**src/rtl/ar_synth_pkg.sv**
```systemverilog
package ar_synth_pkg;

  localparam int SMP_W      = 16;
  localparam int COEF_W     = 16;
  localparam int HIST_W     = 32;
  localparam int GAIN_W     = 32;
  localparam int PROD_SHIFT = 16;
  localparam int OUT_SHIFT  = 10;
  localparam int HIST_LSH   = 4;
  localparam int PROD_W     = HIST_W + COEF_W;
  localparam int RND_W      = HIST_W + 2;
  localparam int Q_W        = RND_W - OUT_SHIFT;

  localparam logic signed [HIST_W-1:0] S32_MAX = {1'b0, {(HIST_W-1){1'b1}}};
  localparam logic signed [HIST_W-1:0] S32_MIN = {1'b1, {(HIST_W-1){1'b0}}};
  localparam logic signed [SMP_W-1:0]  S16_MAX = {1'b0, {(SMP_W-1){1'b1}}};
  localparam logic signed [SMP_W-1:0]  S16_MIN = {1'b1, {(SMP_W-1){1'b0}}};

  typedef enum logic [1:0] {
    PH_IDLE = 2'd0,
    PH_MAC  = 2'd1,
    PH_FIN  = 2'd2
  } phase_t;

  // wide value times narrow value, keep the upper word of the product
  function automatic logic signed [HIST_W-1:0] upper_mul(
    input logic signed [HIST_W-1:0] wide,
    input logic signed [COEF_W-1:0] narrow
  );
    logic signed [PROD_W-1:0] prod;
    prod = PROD_W'(wide) * PROD_W'(narrow);
    return HIST_W'(prod >>> PROD_SHIFT);
  endfunction

  function automatic logic signed [HIST_W-1:0] add_clamp32(
    input logic signed [HIST_W-1:0] a,
    input logic signed [HIST_W-1:0] b
  );
    logic signed [HIST_W:0] s;
    s = {a[HIST_W-1], a} + {b[HIST_W-1], b};
    if (s[HIST_W] != s[HIST_W-1])
      return s[HIST_W] ? S32_MIN : S32_MAX;
    return s[HIST_W-1:0];
  endfunction

  function automatic logic signed [SMP_W-1:0] round_to_sample(
    input logic signed [HIST_W-1:0] q10
  );
    logic signed [RND_W-1:0] t;
    logic signed [Q_W-1:0]   q;
    t = RND_W'(q10) + RND_W'(1 <<< (OUT_SHIFT - 1));
    q = Q_W'(t >>> OUT_SHIFT);
    if (q > Q_W'(S16_MAX)) return S16_MAX;
    if (q < Q_W'(S16_MIN)) return S16_MIN;
    return q[SMP_W-1:0];
  endfunction

  function automatic logic signed [HIST_W-1:0] lift_to_history(
    input logic signed [HIST_W-1:0] q10
  );
    logic [HIST_LSH:0] top;
    top = q10[HIST_W-1 -: HIST_LSH+1];
    if ((top == '0) || (top == '1))
      return {q10[HIST_W-1-HIST_LSH:0], {HIST_LSH{1'b0}}};
    return q10[HIST_W-1] ? S32_MIN : S32_MAX;
  endfunction

endpackage

```
**src/rtl/ar_coef_bank.sv**
```systemverilog
module ar_coef_bank
  import ar_synth_pkg::*;
#(
  parameter int ORDER = 16,
  localparam int IW   = $clog2(ORDER)
) (
  input  logic                          clk,
  input  logic                          rst_n,
  input  logic                          locked,
  input  logic                          coef_we,
  input  logic [IW-1:0]                 coef_idx,
  input  logic signed [COEF_W-1:0]      coef_data,
  input  logic                          gain_we,
  input  logic signed [GAIN_W-1:0]      gain_data,
  input  logic [IW-1:0]                 tap_sel,
  output logic signed [COEF_W-1:0]      coef_tap,
  output logic signed [GAIN_W-1:0]      gain_q,
  output logic [ORDER*COEF_W-1:0]       coef_flat
);

  logic signed [COEF_W-1:0] coef_q [ORDER];
  logic                     coef_take;
  logic                     gain_take;

  assign coef_take = coef_we && !locked;
  assign gain_take = gain_we && !locked;

  for (genvar k = 0; k < ORDER; k++) begin : g_coef
    logic hit;
    assign hit = coef_take && (coef_idx == IW'(k));
    always_ff @(posedge clk or negedge rst_n) begin
      if (!rst_n)   coef_q[k] <= '0;
      else if (hit) coef_q[k] <= coef_data;
    end
    assign coef_flat[k*COEF_W +: COEF_W] = coef_q[k];
  end

  always_ff @(posedge clk or negedge rst_n) begin
    if (!rst_n)         gain_q <= '0;
    else if (gain_take) gain_q <= gain_data;
  end

  assign coef_tap = coef_q[tap_sel];

endmodule

```
**src/rtl/ar_history.sv**
```systemverilog
module ar_history
  import ar_synth_pkg::*;
#(
  parameter int ORDER = 16,
  localparam int IW   = $clog2(ORDER)
) (
  input  logic                     clk,
  input  logic                     rst_n,
  input  logic                     clr_take,
  input  logic                     push_en,
  input  logic signed [HIST_W-1:0] push_val,
  input  logic [IW-1:0]            rd_sel,
  output logic signed [HIST_W-1:0] rd_val,
  output logic                     all_zero
);

  logic signed [HIST_W-1:0] stage_q [ORDER];

  for (genvar k = 0; k < ORDER; k++) begin : g_stage
    logic signed [HIST_W-1:0] feed;
    if (k == 0) begin : g_head
      assign feed = push_val;
    end else begin : g_body
      assign feed = stage_q[k-1];
    end
    always_ff @(posedge clk or negedge rst_n) begin
      if (!rst_n)        stage_q[k] <= '0;
      else if (clr_take) stage_q[k] <= '0;
      else if (push_en)  stage_q[k] <= feed;
    end
  end

  always_comb begin
    all_zero = 1'b1;
    for (int k = 0; k < ORDER; k++)
      if (stage_q[k] != '0) all_zero = 1'b0;
  end

  assign rd_val = stage_q[rd_sel];

endmodule

```
**src/rtl/ar_mac_seq.sv**
```systemverilog
module ar_mac_seq
  import ar_synth_pkg::*;
#(
  parameter int ORDER = 16,
  localparam int IW   = $clog2(ORDER)
) (
  input  logic                     clk,
  input  logic                     rst_n,
  input  logic                     clr_hist,
  input  logic                     in_valid,
  input  logic signed [SMP_W-1:0]  in_sample,
  output logic                     in_ready,
  input  logic signed [HIST_W-1:0] hist_tap,
  input  logic signed [COEF_W-1:0] coef_tap,
  input  logic signed [GAIN_W-1:0] gain_q,
  output logic [IW-1:0]            tap_sel,
  output logic                     busy,
  output logic                     mac_last,
  output logic                     fin_stage,
  output logic                     push_en,
  output logic signed [HIST_W-1:0] push_val,
  output logic                     out_valid,
  output logic signed [SMP_W-1:0]  out_sample
);

  localparam logic [IW-1:0] LAST_TAP = IW'(ORDER - 1);

  phase_t                   phase_q;
  logic [IW-1:0]            tap_q;
  logic signed [HIST_W-1:0] acc_q;
  logic signed [SMP_W-1:0]  smp_q;
  logic signed [HIST_W-1:0] term;
  logic signed [HIST_W-1:0] excite;
  logic signed [HIST_W-1:0] total;
  logic                     accept;

  assign busy      = (phase_q != PH_IDLE);
  assign in_ready  = !busy && !clr_hist;
  assign accept    = in_valid && in_ready;
  assign mac_last  = (phase_q == PH_MAC) && (tap_q == LAST_TAP);
  assign fin_stage = (phase_q == PH_FIN);
  assign tap_sel   = tap_q;

  assign term     = upper_mul(hist_tap, coef_tap);
  assign excite   = upper_mul(gain_q, smp_q);
  assign total    = add_clamp32(acc_q, excite);
  assign push_en  = fin_stage;
  assign push_val = lift_to_history(total);

  always_ff @(posedge clk or negedge rst_n) begin
    if (!rst_n) begin
      phase_q    <= PH_IDLE;
      tap_q      <= '0;
      acc_q      <= '0;
      smp_q      <= '0;
      out_valid  <= 1'b0;
      out_sample <= '0;
    end else begin
      out_valid <= 1'b0;
      unique case (phase_q)
        PH_IDLE: begin
          if (accept) begin
            phase_q <= PH_MAC;
            tap_q   <= '0;
            acc_q   <= '0;
            smp_q   <= in_sample;
          end
        end
        PH_MAC: begin
          acc_q <= acc_q + term;
          tap_q <= tap_q + 1'b1;
          if (tap_q == LAST_TAP) phase_q <= PH_FIN;
        end
        PH_FIN: begin
          out_sample <= round_to_sample(total);
          out_valid  <= 1'b1;
          phase_q    <= PH_IDLE;
        end
        default: phase_q <= PH_IDLE;
      endcase
    end
  end

endmodule

```
**src/rtl/ar_synth_filter.sv**
```systemverilog
module ar_synth_filter
  import ar_synth_pkg::*;
#(
  parameter int ORDER = 16
) (
  input  logic                       clk,
  input  logic                       rst_n,
  input  logic                       clr_hist,
  input  logic                       coef_we,
  input  logic [$clog2(ORDER)-1:0]   coef_idx,
  input  logic [15:0]                coef_data,
  input  logic                       gain_we,
  input  logic [31:0]                gain_data,
  input  logic                       in_valid,
  output logic                       in_ready,
  input  logic [15:0]                in_sample,
  output logic                       out_valid,
  output logic [15:0]                out_sample
);

  localparam int IW = $clog2(ORDER);

  logic                     busy;
  logic                     mac_last;
  logic                     fin_stage;
  logic                     clr_take;
  logic                     hist_zero;
  logic                     push_en;
  logic signed [HIST_W-1:0] push_val;
  logic [IW-1:0]            tap_sel;
  logic signed [HIST_W-1:0] hist_tap;
  logic signed [COEF_W-1:0] coef_tap;
  logic signed [GAIN_W-1:0] gain_q;
  logic [ORDER*COEF_W-1:0]  coef_flat;
  logic signed [SMP_W-1:0]  out_s;

  assign clr_take   = clr_hist && !busy;
  assign out_sample = out_s;

  ar_coef_bank #(.ORDER(ORDER)) u_bank (
    .clk       (clk),
    .rst_n     (rst_n),
    .locked    (busy),
    .coef_we   (coef_we),
    .coef_idx  (coef_idx),
    .coef_data ($signed(coef_data)),
    .gain_we   (gain_we),
    .gain_data ($signed(gain_data)),
    .tap_sel   (tap_sel),
    .coef_tap  (coef_tap),
    .gain_q    (gain_q),
    .coef_flat (coef_flat)
  );

  ar_history #(.ORDER(ORDER)) u_hist (
    .clk      (clk),
    .rst_n    (rst_n),
    .clr_take (clr_take),
    .push_en  (push_en),
    .push_val (push_val),
    .rd_sel   (tap_sel),
    .rd_val   (hist_tap),
    .all_zero (hist_zero)
  );

  ar_mac_seq #(.ORDER(ORDER)) u_seq (
    .clk        (clk),
    .rst_n      (rst_n),
    .clr_hist   (clr_hist),
    .in_valid   (in_valid),
    .in_sample  ($signed(in_sample)),
    .in_ready   (in_ready),
    .hist_tap   (hist_tap),
    .coef_tap   (coef_tap),
    .gain_q     (gain_q),
    .tap_sel    (tap_sel),
    .busy       (busy),
    .mac_last   (mac_last),
    .fin_stage  (fin_stage),
    .push_en    (push_en),
    .push_val   (push_val),
    .out_valid  (out_valid),
    .out_sample (out_s)
  );

endmodule

```
**config.mk**
```make
export PLATFORM = sky130hd
export DESIGN_NAME = ar_synth_filter
export DESIGN_NICKNAME = d
export VERILOG_FILES = /design/src/rtl/ar_synth_pkg.sv /design/src/rtl/ar_coef_bank.sv /design/src/rtl/ar_history.sv /design/src/rtl/ar_mac_seq.sv /design/src/rtl/ar_synth_filter.sv
export SDC_FILE = /design/constraint.sdc
export NUM_CORES = 2
export LEC_CHECK = 0
export BUFFER_PORTS_ARGS = -buffer_cell sky130_fd_sc_hd__clkbuf_2
export CORE_MARGIN = 2
export CORE_UTILIZATION = 60
export DETAILED_ROUTE_END_ITERATION = 10
export PLACE_DENSITY = 0.85
export SYNTH_ARGS = -nofsm -noshare
export SYNTH_HDL_FRONTEND = slang
export SYNTH_SLANG_ARGS = --single-unit
```
**constraint.sdc**
```tcl
create_clock -name clk -period 14.85 [get_ports clk]
set_clock_uncertainty 0.1 [all_clocks]
set_input_delay 2.2275 -clock clk [delete_from_list [all_inputs] [get_ports clk]]
set_output_delay 2.2275 -clock clk [all_outputs]
set_load 0.05 [all_outputs]
```
==> summary.txt <==
status: complete, no violations
Mapped Area: 72200 um2
clk buf depth: 3
Synth cell types: 84
postcts setup bufs: 0
die area: 123000 um2
CP Capture Type: flop
Crit path top cell by count: fa_1
most frequent cells in the layout: inv_1 (1061), fa_1 (965), dfrtp_1 (819)
maximum clock rate: 0.0718 GHz
RePlAce Congestion: 0.915
endpoints failing hold: 0
Worst-Margin Slew: 1.26 ns
Clock Sinks: 823
htree depth: 3
multi-input logic area: 46300 um2
Area contributors post-synth: dfrtp_1 (29%), fa_1 (27%), mux4_2 (6.2%), a22o_1 (5.6%), inv_1 (5.5%)
Worst Path Required: 15.19 ns
final antenna-violating net count: 0
yosys warns: 0
number of synthesized flops with an enable pin: 0
GR Layer Usage met3: 6.30%
post-synthesis async set-or-reset flop share: 100%
CTS tree: built
R2R depth: 44
syn_nets: 7872
part of the Yosys area used for sequential elements: 28.5%
HPWL Detailed: 129000 um
GRT Util Overall: 30.4%
fraction of layout cells with a size suffix above 1: 13.6%
drt drc: 0
die width: 351 um
min Tclk post-route: 13.94 ns
CTS Root Cell: clkbuf_16
HP Class: flop to flop
initial antenna violation count: 5
starting density of the core: 60.3%
Worst path max stage delay: 0.80 ns
post-DR wirelength/cell: 22.2 um
Crit Path Max Fanout: 19
met2 Usage GRT: 48.8%
Worst EP arrival: 14.27 ns
M1 GR Usage: 40.5%
prevailing post-synth register cell: dfrtp_1
Nets: 7770
drt initial violations: 4870
hold_buf cts: 0
final max-slew violation count: 0
length of the first detailed-routing pass in iterations: 6
CP Class: flop to flop
MaxCap Viol Count: 0
#FFs+latches synth: 823
slowest stage cell, crit path: o41ai_4
layer carrying the most global-route usage: met2
Core Footprint: 120000 um2
Hold Crit Depth: 1
ANT cells: 0
Yosys top cell by area: dfrtp_1
commonest non-fill, non-tap cell in the layout: inv_1
RSZ-0062 raised after global routing: false
die height: 351 um
syn_area_per_cell: 11.0 um2
IO Pins: 92
register area: 20600 um2
Post-Syn Instances: 6542
CTS-repair resized insts: 0
total wire length: 181000 um
Area Overhead vs Synth: 6.51%
Cell Rows: 127
CP startpoint kind: flop
CTS clk-pin slew, worst paths: 0.07 ns
setup TNS: 0 ns
later-pin clock latency in the skew report: 0.67 ns
fillcell total: 8417
vias in the first global route: 54000
Slew headroom: 15.7%
CTS Buf Count: 80
via count: 50300
port bufs: 91
Tcrit/Tclk final: 93.9%
largest net degree at the start of global routing: 195
first-pass GRT wire length: 294000 um
# setup viols final: 0
Yosys top cell area share: 28.5%
grt total ovfl: 0
DR vias/cell: 6.20
path summary, 6_finish.rpt:
| kind | endpoint | slack [ns] | startpoint |
|---|---|---|---|
| min in group asynchronous | u_hist.g_stage[13].feed[7]$_DFFE_PN0P_ | 1.42 | rst_n |
| min reg2reg | u_hist.stage_q[9]$_DFFE_PN0P_ | 0.40 | u_hist.stage_q[9]$_DFFE_PN0P_ |
| min | u_hist.stage_q[9]$_DFFE_PN0P_ | 0.40 | u_hist.stage_q[9]$_DFFE_PN0P_ |
| max in group asynchronous | u_hist.g_stage[1].feed[12]$_DFFE_PN0P_ | 10.83 | rst_n |
| max | u_seq.out_sample[7]$_DFFE_PN0P_ | 0.91 | u_seq.smp_q[2]$_DFFE_PN0P_ |
| max reg2reg | u_seq.out_sample[7]$_DFFE_PN0P_ | 0.91 | u_seq.smp_q[2]$_DFFE_PN0P_ |
layout make-up:
cell class | count | share of cell area (%)
timing repair buffer | 179 | 1.56
sequential | 823 | 26.8
tap | 1612 | 2.62
clock inverter | 34 | 0.666
inverter | 1064 | 5.21
multi-input combinational | 4292 | 60.2
clock buffer | 111 | 2.95
layer usage:
metal,share of wire [%],vias up
met3,8.9,580
li1,-,21200
met2,48,2442
met4,4.8,2
met5,0.0078,-
met1,38,26100
cell families after synthesis:
family,count (synthesis),synth area share (%)
adders and majority gates,1256,31.8
DFF,823,28.5
and+or+nand+nor,1440,9.08
muxes,556,11.7
buffers and inverters,1427,7.46
xor gates and xnor gates,144,1.75
AOI/OAI and AO/OA,896,9.64
sequential cells by signal (all words and copies together) (netlist names):
signal and cells:
u_hist.g_stage.feed 435, u_bank.coef_flat 256, u_seq.tap_sel 4, u_seq.out_valid 1
u_seq.acc_q 32, u_bank.gain_q 32, u_seq.smp_q 16, u_seq.out_sample 16
u_seq.phase_q 2, u_hist.stage_q 29
through the flow:
stage | area, um2 | instances | worst slack, ns | hold WS [ns] | util, %
final | 76900 | 8115 | 0.913 | 0.396 | 64.2
after global routing | 76900 | 8115 | 0.180 | 0.415 | 64.2
after CTS | 76900 | 8115 | 1.07 | 0.400 | 64.2
after detailed placement | 74100 | 7970 | 1.20 | 0.380 | 61.9
after global placement | 74100 | 7970 | 1.50 | 0.378 | 61.9
after floorplan | 72200 | 6542 | 2.92 | 0.361 | -
critical path: cells and delay by family (launching register included):
family | cells | cell delay (ns)
compound gates | 17 | 5.74
buf+inv | 4 | 0.81
simple gates | 11 | 1.81
xor+xnor | 2 | 0.31
flops | 1 | 0.77
fa+ha+maj | 10 | 4.17
synth_stat cells, types with 40 or more instances:
cell type  number
xor2_1         58
nand2b_1       42
mux4_2        198
xnor2_1        86
fa_1          965
a22o_1        464
buf_1          41
and2_1        213
o21a_1         41
nand2_1       699
o21ai_0        96
nand3_1        46
clkbuf_1      316
nor2b_1        40
ha_1          291
dfrtp_1       823
mux2_2        330
a21o_1         40
a21oi_1        89
nor2_1        291
inv_1        1061
Power is not shown: default switching activity piles up to over one toggle a cycle in this logic, so the estimate is an artifact.
